### src/rtl/eag_pkg.sv
package eag_pkg;

   typedef enum logic [2:0] {
      AM_IMM = 3'd0,
      AM_DIR = 3'd1,
      AM_EXT = 3'd2,
      AM_IDX = 3'd3,
      AM_IDY = 3'd4,
      AM_INH = 3'd5,
      AM_REL = 3'd6,
      AM_RSV = 3'd7
   } amode_e;

   typedef enum logic [1:0] {
      BASE_ZERO = 2'd0,
      BASE_PC   = 2'd1,
      BASE_X    = 2'd2,
      BASE_Y    = 2'd3
   } base_sel_e;

   typedef enum logic [1:0] {
      OFF_NONE = 2'd0,
      OFF_ONE  = 2'd1,
      OFF_ZX   = 2'd2,
      OFF_REL  = 2'd3
   } off_sel_e;

   typedef struct packed {
      logic      valid;
      logic      imm;
      logic      rel;
      logic      abs16;
      base_sel_e base;
      off_sel_e  off;
   } ctl_t;

endpackage

### src/rtl/eag_mode_decode.sv
module eag_mode_decode
   import eag_pkg::*;
(
   input  amode_e mode_i,
   output ctl_t   ctl_o
);

   always_comb begin
      ctl_o = '{valid: 1'b0, imm: 1'b0, rel: 1'b0, abs16: 1'b0,
                base: BASE_ZERO, off: OFF_NONE};
      unique case (mode_i)
         AM_IMM: begin
            ctl_o.valid = 1'b1;
            ctl_o.imm   = 1'b1;
            ctl_o.base  = BASE_PC;
            ctl_o.off   = OFF_ONE;
         end
         AM_DIR: begin
            ctl_o.valid = 1'b1;
            ctl_o.off   = OFF_ZX;
         end
         AM_EXT: begin
            ctl_o.valid = 1'b1;
            ctl_o.abs16 = 1'b1;
         end
         AM_IDX: begin
            ctl_o.valid = 1'b1;
            ctl_o.base  = BASE_X;
            ctl_o.off   = OFF_ZX;
         end
         AM_IDY: begin
            ctl_o.valid = 1'b1;
            ctl_o.base  = BASE_Y;
            ctl_o.off   = OFF_ZX;
         end
         AM_REL: begin
            ctl_o.valid = 1'b1;
            ctl_o.rel   = 1'b1;
            ctl_o.base  = BASE_PC;
            ctl_o.off   = OFF_REL;
         end
         AM_INH, AM_RSV: begin
            ctl_o.valid = 1'b0;
         end
         default: begin
            ctl_o.valid = 1'b0;
         end
      endcase
   end

endmodule

### src/rtl/eag_addr_adder.sv
module eag_addr_adder
   import eag_pkg::*;
#(
   parameter int BYTE_W = 8,
   parameter int ADDR_W = 16
) (
   input  logic [ADDR_W-1:0] base_i,
   input  logic [BYTE_W-1:0] byte_i,
   input  off_sel_e          off_i,
   output logic [ADDR_W-1:0] sum_o
);

   localparam int PAD_W = ADDR_W - BYTE_W;

   logic [ADDR_W-1:0] zx_off;
   logic [ADDR_W-1:0] sx_off;
   logic [ADDR_W-1:0] off;

   assign zx_off = {{PAD_W{1'b0}}, byte_i};
   assign sx_off = {{PAD_W{byte_i[BYTE_W-1]}}, byte_i};

   always_comb begin
      unique case (off_i)
         OFF_NONE: off = '0;
         OFF_ONE:  off = ADDR_W'(1);
         OFF_ZX:   off = zx_off;
         OFF_REL:  off = sx_off + ADDR_W'(2);
         default:  off = '0;
      endcase
   end

   assign sum_o = base_i + off;

endmodule

### src/rtl/eag_out_stage.sv
module eag_out_stage #(
   parameter int W       = 8,
   parameter bit REG_OUT = 1'b1
) (
   input  logic         clk,
   input  logic         rst_n,
   input  logic [W-1:0] d_i,
   output logic [W-1:0] q_o
);

   generate
      if (REG_OUT) begin : g_reg
         logic [W-1:0] q_r;
         always_ff @(posedge clk or negedge rst_n) begin
            if (!rst_n) q_r <= '0;
            else        q_r <= d_i;
         end
         assign q_o = q_r;
      end else begin : g_pass
         logic unused_ok;
         assign unused_ok = clk ^ rst_n;
         assign q_o = d_i;
      end
   endgenerate

endmodule

### src/rtl/eff_addr_gen.sv
module eff_addr_gen
   import eag_pkg::*;
#(
   parameter int BYTE_W  = 8,
   parameter int ADDR_W  = 16,
   parameter bit REG_OUT = 1'b1
) (
   input  logic              clk,
   input  logic              rst_n,
   input  logic [2:0]        mode,
   input  logic              imm_wide,
   input  logic [BYTE_W-1:0] op_b0,
   input  logic [BYTE_W-1:0] op_b1,
   input  logic [ADDR_W-1:0] idx_x,
   input  logic [ADDR_W-1:0] idx_y,
   input  logic [ADDR_W-1:0] insn_addr,
   output logic [ADDR_W-1:0] eff_addr,
   output logic              addr_valid,
   output logic              is_imm,
   output logic [1:0]        imm_len,
   output logic [ADDR_W-1:0] branch_tgt
);

   localparam int PAY_W = 2 * ADDR_W + 4;

   generate
      if (ADDR_W != 2 * BYTE_W) begin : g_bad_width
         $error("eff_addr_gen: ADDR_W must equal two operand bytes");
      end
      if (BYTE_W < 2) begin : g_bad_byte
         $error("eff_addr_gen: BYTE_W too small");
      end
   endgenerate

   ctl_t              ctl;
   logic [ADDR_W-1:0] base;
   logic [ADDR_W-1:0] sum;
   logic [ADDR_W-1:0] eff_c;
   logic [ADDR_W-1:0] br_c;
   logic [1:0]        len_c;
   logic [PAY_W-1:0]  pay_d;
   logic [PAY_W-1:0]  pay_q;

   eag_mode_decode u_dec (
      .mode_i (amode_e'(mode)),
      .ctl_o  (ctl)
   );

   always_comb begin
      unique case (ctl.base)
         BASE_PC:   base = insn_addr;
         BASE_X:    base = idx_x;
         BASE_Y:    base = idx_y;
         default:   base = '0;
      endcase
   end

   eag_addr_adder #(.BYTE_W(BYTE_W), .ADDR_W(ADDR_W)) u_add (
      .base_i (base),
      .byte_i (op_b0),
      .off_i  (ctl.off),
      .sum_o  (sum)
   );

   always_comb begin
      if (!ctl.valid)     eff_c = '0;
      else if (ctl.abs16) eff_c = {op_b0, op_b1};
      else                eff_c = sum;
   end

   assign br_c  = ctl.rel ? sum : '0;
   assign len_c = !ctl.imm ? 2'd0 : (imm_wide ? 2'd2 : 2'd1);
   assign pay_d = {eff_c, br_c, ctl.valid, ctl.imm, len_c};

   eag_out_stage #(.W(PAY_W), .REG_OUT(REG_OUT)) u_out (
      .clk   (clk),
      .rst_n (rst_n),
      .d_i   (pay_d),
      .q_o   (pay_q)
   );

   assign {eff_addr, branch_tgt, addr_valid, is_imm, imm_len} = pay_q;

endmodule

### config.mk
export PLATFORM = sky130hd
export DESIGN_NAME = eff_addr_gen
export DESIGN_NICKNAME = d
export VERILOG_FILES = /design/src/rtl/eag_pkg.sv /design/src/rtl/eag_mode_decode.sv /design/src/rtl/eag_addr_adder.sv /design/src/rtl/eag_out_stage.sv /design/src/rtl/eff_addr_gen.sv
export SDC_FILE = /design/constraint.sdc
export NUM_CORES = 1
export LEC_CHECK = 0
export CORE_MARGIN = 4
export CORE_UTILIZATION = 48
export CTS_CLUSTER_SIZE = 14
export DETAILED_ROUTE_END_ITERATION = 6
export PLACE_DENSITY = 0.87
export SLEW_MARGIN = 20
export SYNTH_ARGS = -nofsm -noshare
export SYNTH_HDL_FRONTEND = slang
export SYNTH_SLANG_ARGS = --single-unit
### constraint.sdc
create_clock -name clk -period 0.8 [get_ports clk]
set_input_delay 0.08 -clock clk [delete_from_list [all_inputs] [get_ports clk]]
set_output_delay 0.08 -clock clk [all_outputs]
set_load 0.01 [all_outputs]
==> metrics list, run 1 <==
- The flow did not finish.
- The flow stopped in global routing.
- Error message: [ERROR DPL-0038] Utilization greater than 100%, impossible to legalize
* Core Rows: 26
* Clock H-tree levels: 2
- Post-synth EDFFs: 0
- Number of standard cells after synthesis: between 300 and 400
- From bottom edge to top edge, the die measures slightly above 80 um.
- Synthesis warning total: 0
- Counting every net in the synthesized netlist gives approximately 400.
* Final worst endpoint reported by repair_timing after global routing: u_out.q_o[14]$_DFF_PN0_/D
- The initial utilization of the core area, before any placement, comes to 0.509.
- From left edge to right edge, the die measures 82.5 um.
- Number of cells after detailed placement: 547
- After the last repair the worst path ends at a sequential cell input.
- Longest Clk Path Bufs: 2
- Summing every instance area after synthesis gives about 0.0027 mm^2.
- Top FF cell, synth: sky130_fd_sc_hd__dfrtp_1
* CTS root buf: sky130_fd_sc_hd__clkbuf_8
* Count of port buffers added during placement: 105
- Ports: 106
- After synthesis the netlist holds a flip-flop and latch count of 36.
* Global placer's final weighted congestion: 0.958
* Placed instance area: 0.00446 mm^2
* Synth Area per Inst: between 8 and 9 um^2
- Sequential share of the synthesized area: 0.338
- After synthesis, the share of flip-flops with an asynchronous set or reset is 1.00.
- Clock tree synthesis found a total of 36 sinks.
* Largest net degree at the start of global routing: 37
- Number of unique standard cell types used by synthesis: 49
- Half-perimeter wire length after placement: roughly 7700 um
* Number of buffers created by CTS: 5
## cell families after synthesis
kind of cell,after synthesis,synth area share
mux,17,0.0638
buf+inv,24,0.0427
flops,36,0.338
simple gates,96,0.171
compound gates,107,0.259
xor+xnor,13,0.0427
fa+ha+maj,17,0.0826
## repair_timing
action	in CTS
hold buffers	0
setup endpoints to repair	72
pin swaps	69
gates resized for setup	295
buffers inserted	22
## metrics by stage
step | hold WS, ns | setup WS (ns)
4_1_cts | 0.0651 | -1.42
2_1_floorplan | -0.216 | -1.62
3_3_place_gp | 0.461 | -2.14
3_5_place_dp | 0.475 | -2.26
## cell usage after synthesis, types with 2 or more instances
cell type                  count  area, um^2
sky130_fd_sc_hd__dfrtp_1      36         901
sky130_fd_sc_hd__a22oi_1      16         120
sky130_fd_sc_hd__o31ai_1       2        15.0
sky130_fd_sc_hd__buf_1         2        7.51
sky130_fd_sc_hd__buf_2         4        20.0
sky130_fd_sc_hd__a21oi_1      20         100
sky130_fd_sc_hd__a211oi_1      7        52.6
sky130_fd_sc_hd__and2_1        7        43.8
sky130_fd_sc_hd__nand3_1       4        20.0
sky130_fd_sc_hd__a22o_1        2        17.5
sky130_fd_sc_hd__a21o_1        6        45.0
sky130_fd_sc_hd__nor2_1       32         120
sky130_fd_sc_hd__o21ai_0      22         110
sky130_fd_sc_hd__a31oi_1       2        12.5
sky130_fd_sc_hd__o22ai_1      17         106
sky130_fd_sc_hd__inv_1         5        18.8
sky130_fd_sc_hd__xnor2_1       9        78.8
sky130_fd_sc_hd__a31o_1        3        26.3
sky130_fd_sc_hd__xor2_1        4        35.0
sky130_fd_sc_hd__mux2i_1      17         170
sky130_fd_sc_hd__nor2b_1       4        25.0
sky130_fd_sc_hd__clkbuf_1      8        30.0
sky130_fd_sc_hd__nand2_1      25        93.8
sky130_fd_sc_hd__buf_4         3        22.5
sky130_fd_sc_hd__nor3b_1       2        15.0
sky130_fd_sc_hd__and3_1        5        31.3
sky130_fd_sc_hd__nor3_1        7        35.0
sky130_fd_sc_hd__or2_2         3        18.8
sky130_fd_sc_hd__ha_1         16         200
==> inputs of run 2 (changes only) <==
Settings changed: CORE_UTILIZATION 48 to 35, CTS_CLUSTER_SIZE 14 to default, PLACE_DENSITY 0.87 to default, PLACE_DENSITY_LB_ADDON from default to 0.15.
==> run 2 against run 1 <==
The flow now finishes, with violations (setup timing); synthesized cell count is the same; area after synthesis is the same.
==> metrics list, run 2 <==
- WS Path Type: input port to register
- Final-report hold violation count: 0
- Violated checks: setup timing
- Top FF cell, synth: sky130_fd_sc_hd__dfrtp_1
- Power spread over the standard cell area amounts to ~1200 mW/mm^2.
- Setup violations remaining at the end of the flow were counted as 68.
- Across the run, the number of max-cap violations was 0.
* Slew @ Worst Pin: 0.361 ns
- TritonCTS built the clock tree.
* FF+latch count, synth: 36 (unchanged)
- Number of standard cells after synthesis: 310 (unchanged)
- The share of the yosys chip area belonging to registers was 0.338 (unchanged).
- Final Critical Period: roughly 2.2 ns
- Unrepaired setup endpoints after global routing: yes
- Longest Clk Path Bufs: 2 (unchanged)
- Dividing the final minimum period by the clock period gives 2.80.
- Leaving out fill and tap cells, the most frequent cell in the layout is sky130_fd_sc_hd__buf_4.
* Filler-free cell count of the finished design: 625
- The final weighted congestion of routability-driven global placement came to 0.886 (-7.5%).
* Number of antenna violations at the first check in global routing: 0
- Counting instances, the worst hold path has a depth of 3.
- The worst setup path is launched from an input port.
- Synthesis warning total: 0 (unchanged)
* Half-perimeter wire length after placement: 7080 um (-7.5%)
- After routing the design area is between 0.005 and 0.006 mm^2.
* Worst hold path type: input port to register
* Top library cells by usage in the layout, fill and taps aside: 94 x sky130_fd_sc_hd__buf_4, 53 x sky130_fd_sc_hd__clkdlybuf4s50_1, 37 x sky130_fd_sc_hd__buf_2
- Detail-routed net length per standard cell: about 16 um
- Worst max-slew margin expressed relative to the limit: 0.759
- Largest incremental delay on the critical path: around 0.45 ns
- Routed wire length: 10300 um
* Synth area leader: sky130_fd_sc_hd__dfrtp_1
- DR vias: 3238
* FMAX: 446 MHz
- The floorplan step defined a die boundary enclosing 0.00907 mm^2.
* Signed area change from the synthesized netlist to the final layout: 106%
- In the final layout, the share of cells above drive strength 1 is 0.540.
* Number of clock sinks: 36 (unchanged)
- The number of global-route vias before repair came to 3203.
- Clock-pin slew was measured on the worst setup and hold paths at 0.08 ns.
* Arrival time reported for the critical path endpoint: 2.49 ns
- Global-route usage over all layers: 0.218
- The boundary pin count came to 106 (unchanged).
- The final count of pins violating max slew was 0.
* Die H: 95.3 um (+15%)
- Flip-flop count of the largest register after layout: 36
* Fin worst setup slack: -1.44 ns
- CTS root buf: sky130_fd_sc_hd__clkbuf_8
- Number of unique standard cell types used by synthesis: 49 (unchanged)
- Antenna-violating nets left: 0
* Top cell type's share of synthesized area: 0.338 (unchanged)
* Count of port buffers added during placement: 105 (unchanged)
- The average size of a mapped cell is 8.60 um^2 (unchanged).
- Placed instance area: 0.00454 mm^2 (+1.8%)
- The horizontal extent of the die came to 95.3 um (+15%).
* Highest ir drop seen on vdd: between 0.5 and 0.6 mV
* DRC marker count from the first detailed-route iteration: 135
- The starting density of the core was 0.364 (-0.145).
- The repair_antennas step left the layout with diodes totalling 0.
- The placement row count came to 31 (+19%).
* Aggregate global routing overflow: 0
* Net count after synthesis: 397 (unchanged)
- Largest cells by area after synthesis: sky130_fd_sc_hd__dfrtp_1 34%, sky130_fd_sc_hd__ha_1 7.5%, sky130_fd_sc_hd__mux2i_1 6.4%, sky130_fd_sc_hd__a22oi_1 4.5%, sky130_fd_sc_hd__nor2_1 4.5%
* Placeable core region: 0.00733 mm^2
- STA classifies the critical path endpoint as a register.
- Number of cells after detailed placement: 582 (+6.4%)
- At the worst endpoint, the required time is 1.05 ns.
- The number of clock buffers inserted by TritonCTS is 5 (unchanged).
- Final-stage net count: around 610
- The async set-reset flop share out of synthesis was 1.00 (unchanged).
- Clock H-tree levels: 2 (unchanged)
- Commonest cells in the netlist: 36 x sky130_fd_sc_hd__dfrtp_1, 32 x sky130_fd_sc_hd__nor2_1, 25 x sky130_fd_sc_hd__nand2_1, 22 x sky130_fd_sc_hd__o21ai_0, 20 x sky130_fd_sc_hd__a21oi_1
* First-pass GRT wire length: between 15000 and 20000 um
- In this run the worst path has a maximum fanout of 4.
* Run status: finished, violations left
* Cells along the critical path: clkdlybuf4s50_1, a21oi_2, o21ai_1, ha_4, fa_2, a211oi_4, o21ai_2, a31o_1, a31o_1, mux2i_1, o211a_1
- The slowest stage of the critical path is the sky130_fd_sc_hd__clkdlybuf4s50_1 cell.
- Counting stages on the worst path, the most repeated cell is sky130_fd_sc_hd__a31o_1.
- The count of flip-flops with a built-in enable after synthesis was 0 (unchanged).
- Vias/cell: 5.18
* Mapped Area: 0.00267 mm^2 (unchanged)
* Utilization after layout: 0.748
- The pre-antenna-repair detailed-routing pass consisted of 5 iterations.
- The design draws roughly 6.6 mW.
- Residual DRC: 0
- The analysis attributes to cell leakage a power of roughly 2.5 nW.
- Most common cell in the netlist: sky130_fd_sc_hd__dfrtp_1
- Quantity of hold-fixing buffers added after cts: 0 (unchanged)
- The worst setup slack after placement came to -2.24 ns (+0.0214 ns).
- Entering global routing, the biggest net connects 37 pins.
==> run 2: cell counts after synthesis <==
Identical to the previous run, type by type.
==> run 2: path summary, 6_finish.rpt <==
check	start	to
min	op_b0[2]	u_out.q_o[30]
max	op_b0[0]	u_out.q_o[34]
max in group asynchronous	rst_n	u_out.q_o[33]
min in group asynchronous	rst_n	u_out.q_o[5]
==> run 2: final cells by class <==
cell class / count / area (um^2)
multi-input cells: 251 / 2430
repair buffers: 225 / 1890
fillers: 474 / 1850
flip-flops and latches: 36 / 901
well taps: 99 / 124
clock buffers: 5 / 68.8
clock inverters: 3 / 42.5
inverters: 6 / 23.8
==> run 2: what timing repair did <==
| action | 4_1_cts | 5_1_grt |
|---|---|---|
| cloned | 0 | 1 |
| hold endpoints to repair | 0 | 0 |
| endpoints found under the setup margin | 72 | 70 |
| setup buffers | 23 | 14 |
| pin swaps | 55 | 39 |
| gates resized for setup | 282 | 57 |
==> run 2: cell families (layout without fill, tap and decap cells) <==
logic type / Yosys count / after routing / share of synthesized area
simple gates: 96 / 97 / 0.171
compound gates: 107 / 107 / 0.259
mux: 17 / 17 / 0.0638
fa+ha+maj: 17 / 17 / 0.0826
flops: 36 / 36 / 0.338
xor+xnor: 13 / 13 / 0.0427
buf+inv: 24 / 239 / 0.0427
==> run 2: worst max-delay path, delay by kind of cell <==
kind	cells	cell delay (ns)
fa+ha+maj	2	0.54
buf+inv	1	0.45
compound gates	7	1.24
mux	1	0.18
==> run 2: routing by layer <==
metal	track usage	up-vias	routed length [um]
li1	-	1566	-
met1	0.262	1514	4100
met2	0.388	132	5190
met3	0.0300	26	672
met4	0.0913	0	343
met5	0	-	0
==> run 2: metrics by stage <==
stage               hold WS, ns  setup TNS, ns
floorplan                -0.216         -39.67
global placement          0.464         -66.71
detailed placement        0.471         -67.95
CTS                      0.0216         -37.95
global route             0.0179         -43.26
finish                   0.0161         -39.32
==> run 2: power by group <==
part / switching [mW] / internal, mW
Sequential: 0.0303 / 1.96
Clock: 0.696 / 0.921
Combinational: 1.36 / 1.60
(Power assumes the default switching activity.)
